`src/rtl/irq_res_pkg.sv`:
```
package irq_res_pkg;
  localparam int unsigned IRQ_LINES = 8;
  localparam int unsigned CASCADE_POS = 2;

  typedef enum logic {
    TRIG_EDGE  = 1'b0,
    TRIG_LEVEL = 1'b1
  } trig_mode_e;
endpackage

```
`src/rtl/irq_req_latch.sv`:
```
module irq_req_latch
  import irq_res_pkg::*;
#(
  parameter int unsigned N = IRQ_LINES
) (
  input  logic         clk,
  input  logic         rst,
  input  logic [N-1:0] line_i,
  input  logic [N-1:0] mode_i,
  input  logic [N-1:0] take_i,
  output logic [N-1:0] req_o,
  output logic [N-1:0] prev_o
);
  for (genvar g = 0; g < N; g++) begin : g_bit
    logic req_q, prev_q;

    always_ff @(posedge clk) begin
      if (rst) begin
        req_q  <= 1'b0;
        prev_q <= 1'b0;
      end else begin
        prev_q <= line_i[g];
        if (trig_mode_e'(mode_i[g]) == TRIG_LEVEL) begin
          req_q <= line_i[g];
        end else begin
          // a fresh rising edge outranks the acknowledge clear
          req_q <= (req_q & ~take_i[g]) | (line_i[g] & ~prev_q);
        end
      end
    end

    assign req_o[g]  = req_q;
    assign prev_o[g] = prev_q;
  end
endmodule

```
`src/rtl/irq_prio_pick.sv`:
```
module irq_prio_pick #(
  parameter int unsigned N  = 8,
  localparam int unsigned IW = $clog2(N)
) (
  input  logic [N-1:0]  vec_i,
  input  logic [IW-1:0] base_i,
  output logic          found_o,
  output logic [IW-1:0] pos_o,
  output logic [IW-1:0] idx_o
);
  always_comb begin
    found_o = 1'b0;
    pos_o   = '0;
    for (int p = N - 1; p >= 0; p--) begin
      if (vec_i[IW'(p) + base_i]) begin
        found_o = 1'b1;
        pos_o   = IW'(p);
      end
    end
    idx_o = pos_o + base_i;
  end
endmodule

```
`src/rtl/irq_svc_track.sv`:
```
module irq_svc_track #(
  parameter int unsigned N  = 8,
  localparam int unsigned IW = $clog2(N)
) (
  input  logic          clk,
  input  logic          rst,
  input  logic          take_i,
  input  logic [IW-1:0] win_i,
  input  logic          auto_i,
  input  logic          rot_i,
  input  logic [N-1:0]  clr_i,
  output logic [N-1:0]  isr_o,
  output logic [IW-1:0] base_o
);
  logic [N-1:0]  isr_q;
  logic [IW-1:0] base_q;
  logic [N-1:0]  set_v;

  assign set_v = (take_i && !auto_i) ? (N'(1) << win_i) : '0;

  always_ff @(posedge clk) begin
    if (rst) begin
      isr_q  <= '0;
      base_q <= '0;
    end else begin
      isr_q <= (isr_q & ~clr_i) | set_v;
      if (take_i && auto_i && rot_i) begin
        base_q <= win_i + 1'b1;
      end
    end
  end

  assign isr_o  = isr_q;
  assign base_o = base_q;
endmodule

```
`src/rtl/irq_resolver.sv`:
```
module irq_resolver
  import irq_res_pkg::*;
#(
  parameter int unsigned N    = IRQ_LINES,
  parameter int unsigned CASC = CASCADE_POS,
  localparam int unsigned IW  = $clog2(N)
) (
  input  logic          clk,
  input  logic          rst,
  input  logic [N-1:0]  req_lines,
  input  logic [N-1:0]  mask,
  input  logic [N-1:0]  trig_level,
  input  logic          is_master,
  input  logic          nested_mode,
  input  logic          auto_eoi,
  input  logic          rotate_aeoi,
  input  logic [N-1:0]  isr_clr,
  input  logic          ack,
  output logic          out_req,
  output logic [IW-1:0] out_idx
);
  logic [N-1:0]  irr_q, prev_q, isr_q, isr_eff, pend, take_v;
  logic [IW-1:0] base_q, pend_pos, isr_pos, isr_idx;
  logic          pend_any, isr_any, ack_ok;

  assign ack_ok = ack & out_req;
  assign take_v = ack_ok ? (N'(1) << out_idx) : '0;

  irq_req_latch #(.N(N)) u_latch (
    .clk(clk), .rst(rst), .line_i(req_lines), .mode_i(trig_level),
    .take_i(take_v), .req_o(irr_q), .prev_o(prev_q)
  );

  irq_svc_track #(.N(N)) u_svc (
    .clk(clk), .rst(rst), .take_i(ack_ok), .win_i(out_idx),
    .auto_i(auto_eoi), .rot_i(rotate_aeoi), .clr_i(isr_clr),
    .isr_o(isr_q), .base_o(base_q)
  );

  assign pend    = irr_q & ~mask;
  assign isr_eff = (is_master && nested_mode) ? (isr_q & ~(N'(1) << CASC)) : isr_q;

  irq_prio_pick #(.N(N)) u_pick_pend (
    .vec_i(pend), .base_i(base_q), .found_o(pend_any),
    .pos_o(pend_pos), .idx_o(out_idx)
  );

  irq_prio_pick #(.N(N)) u_pick_svc (
    .vec_i(isr_eff), .base_i(base_q), .found_o(isr_any),
    .pos_o(isr_pos), .idx_o(isr_idx)
  );

  assign out_req = pend_any && (!isr_any || (pend_pos < isr_pos));

  // isr_idx is the in-service winner, kept for the checker
endmodule

```
`config.mk`:
```
export PLATFORM = sky130hd
export DESIGN_NAME = irq_resolver
export DESIGN_NICKNAME = d
export VERILOG_FILES = /design/src/rtl/irq_res_pkg.sv /design/src/rtl/irq_req_latch.sv /design/src/rtl/irq_prio_pick.sv /design/src/rtl/irq_svc_track.sv /design/src/rtl/irq_resolver.sv
export SDC_FILE = /design/constraint.sdc
export NUM_CORES = 1
export LEC_CHECK = 0
export BUFFER_PORTS_ARGS = -buffer_cell sky130_fd_sc_hd__buf_4
export CAP_MARGIN = 20
export CORE_MARGIN = 10
export CORE_UTILIZATION = 51
export DETAILED_ROUTE_END_ITERATION = 8
export GPL_ROUTABILITY_DRIVEN = 1
export GPL_TIMING_DRIVEN = 0
export PLACE_DENSITY = 0.77
export SETUP_SLACK_MARGIN = 0.02
export SLEW_MARGIN = 25
export SYNTH_ARGS = -nofsm -noshare
export SYNTH_HDL_FRONTEND = slang
export SYNTH_SLANG_ARGS = --single-unit
```
`constraint.sdc`:
```
create_clock -name clk -period 3.85 [get_ports clk]
set_clock_uncertainty 0.1 [all_clocks]
set_input_delay 0.1925 -clock clk [delete_from_list [all_inputs] [get_ports clk]]
set_output_delay 0.1925 -clock clk [all_outputs]
set_load 0.005 [all_outputs]
```
==> reports/qor.txt <==
Status - complete, no violations
Data arrival time at the worst-slack endpoint - 3.47 ns
Placer Congestion - 0.941
Final Util - 69.7%
Start point of the critical path - u_svc.base_o[1]$_SDFFE_PP0P_
Total internal power - 1.22 mW
Maximum root-to-sink buffer count - 2
Register-to-Register Path Depth - 16
Site Rows - 24
Complex-gate fraction of the synthesized area - 17.4%
Fraction of synthesized cell area taken by the top area cell type - 23.2%
Vias in the first global route - 2152
Largest fanout of any net on the critical path - 6
Placed Cells - 333
Top post-synthesis cells by area - dfxtp_1 23%, mux4_2 15%, mux2i_1 7.3%, ha_1 5.9%, a21oi_1 4.5%
Worst slack on hold paths - 0.0148 ns
Leading cell type in the layout, fill and taps excluded - buf_4
Count of TritonRoute iterations in the first routing pass - 4
Register share of total power - 16.3%
Post-synth EDFFs - 0
Clock Tree Root - clkbuf_8
R2r startpoint - u_svc.base_o[1]$_SDFFE_PP0P_
Setup crit end kind - primary output
Antenna diode count - 0
Number of clock sinks - 27
Total area of multi-input combinational cells - 1770 um2
Worst-case setup slack after placement - -0.485 ns
TritonCTS clock tree - done
Top_reg_cell synth - dfxtp_1
Critical path's largest stage delay - 0.59 ns
Net switching power of the design - 0.944 mW
Ordered cell list for the critical path - buf_8 -> clkinv_4 -> ha_4 -> xnor2_4 -> mux4_2 -> nor4_4 -> and2b_4 -> ha_4 -> a21oi_2 -> nand2_1 -> a21o_4 -> o21ai_4 -> buf_6 -> buf_4
Input/output buffers - 41
Unrepaired setup endpoints after global routing - true
Global routing usage on met3 - 2.41%
Category of the worst setup path launch point - flip-flop
Final Instance Count excl. Fillers - 358
Async SR Flop Fraction - 0%
Crit Path Category - flip-flop to primary output
Worst Slack Setup Final - 0.0886 ns
Data required time at the worst endpoint - 3.56 ns
Final instance area - 3060 um2
Vert. Die Dim - 87.6 um
Sequential cell area - 546 um2
Multiplexer share of the synthesized area - 25.2%
Post-synthesis sequential area ratio - 23.2%
Endpoint of the worst-slack reg-to-reg timing path - u_latch.g_bit[5].req_q$_SDFF_PP0_
Nets - 358
Maximum clock frequency - 0.266 GHz
Final-report setup violation count - 0
Number of H-tree levels - 1
Number of warning messages in the yosys log - 0
Routed vias - 2077
Insertion delay of the later-clocked pin in the worst-skew pair - 0.27 ns
Top library cells by usage in the layout, fill and taps aside - 63 x buf_4, 25 x dfxtp_1, 19 x a21oi_1
Share of post-route cells with drive strength above 1 - 40.8%
Number of library cell types mapped by synthesis - 52
Wire length of the first global-routing pass - 10200 um
Largest net degree at the start of global routing - 16
Depth of the worst hold-timing path - 2
Xor-xnor portion of the synthesized cell area - 2.63%
Static leakage - 1.27 nW
Flip-flop and latch count after synthesis - 27
PD cells - 707 nW/um2
Number of DRC violations after detailed routing - 0
DRT iter0 DRCs - 89
Clk slew on worst S/H paths - 0.09 ns
Antenna violations before repair - 0
Max-slew headroom - 68.2%
Part of the total power dissipated in combinational logic - 76.2%
Type of the worst min-delay path - input pin to flip-flop
Slowest cell on crit path - mux4_2
Slew of the pin with the lowest slew margin - 0.477 ns
Grt ovf - 0
Syn nets - 291
Layer with the highest usage - met2
Clock share of power - 7.5%
Top-level port count - 43
Endpoint with the worst hold slack - u_latch.g_bit[2].prev_q$_SDFF_PP0_
Cell area after placement - 2720 um2
Full die area - 7670 um2
Starting density of the core - 53.1%
Routed Antenna Nets - 0
Wire per inst - 17.5 um
Combinational family with the most area after synthesis - multiplexers
Most area-hungry cell type in the Yosys netlist - dfxtp_1
Category of cells accounting for the largest share of critical-path delay - simple AND/OR/NAND/NOR gates
Post-route clock period utilization - 97.7%
Final Hold Violating Endpoints - 0
Share of total power consumed by net switching - 43.7%
Post-synthesis to final-layout area growth - 31.3%
Fillcell total - 322
Worst-case vdd ir drop - 0.445 mV
Buf+Inv Stages, Crit Path - 4
Count of pins over their slew limit - 0
Met1 track utilization from global routing - 20.0%
Cells after Synth - 240
DIE WIDTH - 87.6 um
Aggregate global-route resource usage - 16.2%
Number of max-cap violations - 0
Total CTS buffers - 3
HP Start - rst
Per-cell via count in the routed design - 5.80
Simple-gate share of the synthesized area - 18.7%
Per-instance average area after synthesis - 9.70 um2
Placeable core area - 4380 um2
Most frequent cell on the critical path - ha_4
Half-perimeter wire length of the detailed placement result - 4660 um
Final wirelength - 6260 um
Cell Area, Synth - 2330 um2
Flop2flop setup slack - 0.16 ns
Met2 track demand over resource - 27.9%
Final critical delay including setup and external delays - 3.76 ns
Post-Synth Adder-Cell Area - 6.77%
## what timing repair did
action	4_1_cts	5_1_grt
pin swaps	5	11
buffers inserted	9	12
setup endpoints to repair	22	17
resized for setup	9	17
hold buffers	0	0
## sequential cells by signal, indices dropped and copies added, names as in the netlist
signal,count
u_svc.isr_o,8
u_latch.g_bit.prev_q,8
u_latch.g_bit.req_q,8
u_svc.base_o,3
## power by group through the flow
stage          registers, mW  clock network (mW)  logic (mW)
2_1_floorplan          0.345                   0       0.910
4_1_cts                0.351               0.162        1.40
3_5_place_dp           0.358                   0        1.23
6_report               0.353               0.162        1.65
3_3_place_gp           0.355                   0        1.21
5_1_grt                0.357               0.174        1.80
## metrics by stage
step                power (mW)  TNS (ns)
finish                    2.16         0
global placement          1.57     -4.51
CTS                       1.91         0
detailed placement        1.59     -5.62
global route              2.33   -0.0920
floorplan                 1.26         0
## how the worst max path moves through the flow
stage / endpoint / slack (ns) / cells past startpoint
final: out_req / 0.09 / 14
after floorplan: u_svc.isr_o[3]$_SDFF_PP0_ / 0.03 / 15
after CTS: out_req / 0.02 / 13
after detailed placement: u_latch.g_bit[3].req_q$_SDFF_PP0_ / -0.49 / 17
after global placement: u_latch.g_bit[3].req_q$_SDFF_PP0_ / -0.43 / 17
after global routing: out_req / -0.05 / 17
## synthesized netlist by cell type (2+ instances only)
cell type and instances:
nor2_1 14, ha_1 11, nor4_2 2, buf_6 4, a31o_2 5, a21boi_0 9
o21ai_0 3, clkbuf_1 2, nor3_1 13, nand2b_1 13, a21oi_1 21, inv_1 12
o211a_1 2, mux2_2 2, mux4_2 15, dfxtp_1 27, buf_4 2, nand2_1 13
mux2i_1 17, nor2b_1 10, nor3b_1 8, a211oi_1 2, xnor2_1 2, nand3_1 3
## layer usage
metal  routed length (um)  part of all wire, %  vias to the layer above
li1                     -                    -                     1016
met1                 2610                   42                     1003
met3                  279                  4.5                        8
met2                 3310                   53                       50
met4                   61                 0.97                        0
met5                    0                    0                        -
## cell families (layout without fill, tap and decap cells)
family | count (synthesis) | count (layout)
AO/OA/AOI/OAI | 56 | 56
XOR/XNOR | 4 | 4
adder cells (fa/ha/maj) | 12 | 12
buffers and inverters | 25 | 91
flip-flops | 27 | 27
multiplexers | 37 | 37
AND/OR/NAND/NOR | 79 | 79
## area by class of cell
type | count | share of cell area [%]
plain buffers | 10 | 3.15
clock inverters | 1 | 0.164
well taps | 52 | 2.13
repair buffers | 62 | 15.2
clock buffers | 3 | 1.35
multi-input cells | 188 | 57.9
flip-flops and latches | 27 | 17.8
inverters | 15 | 2.25
Note: power is estimated with default switching activity, not from simulation.
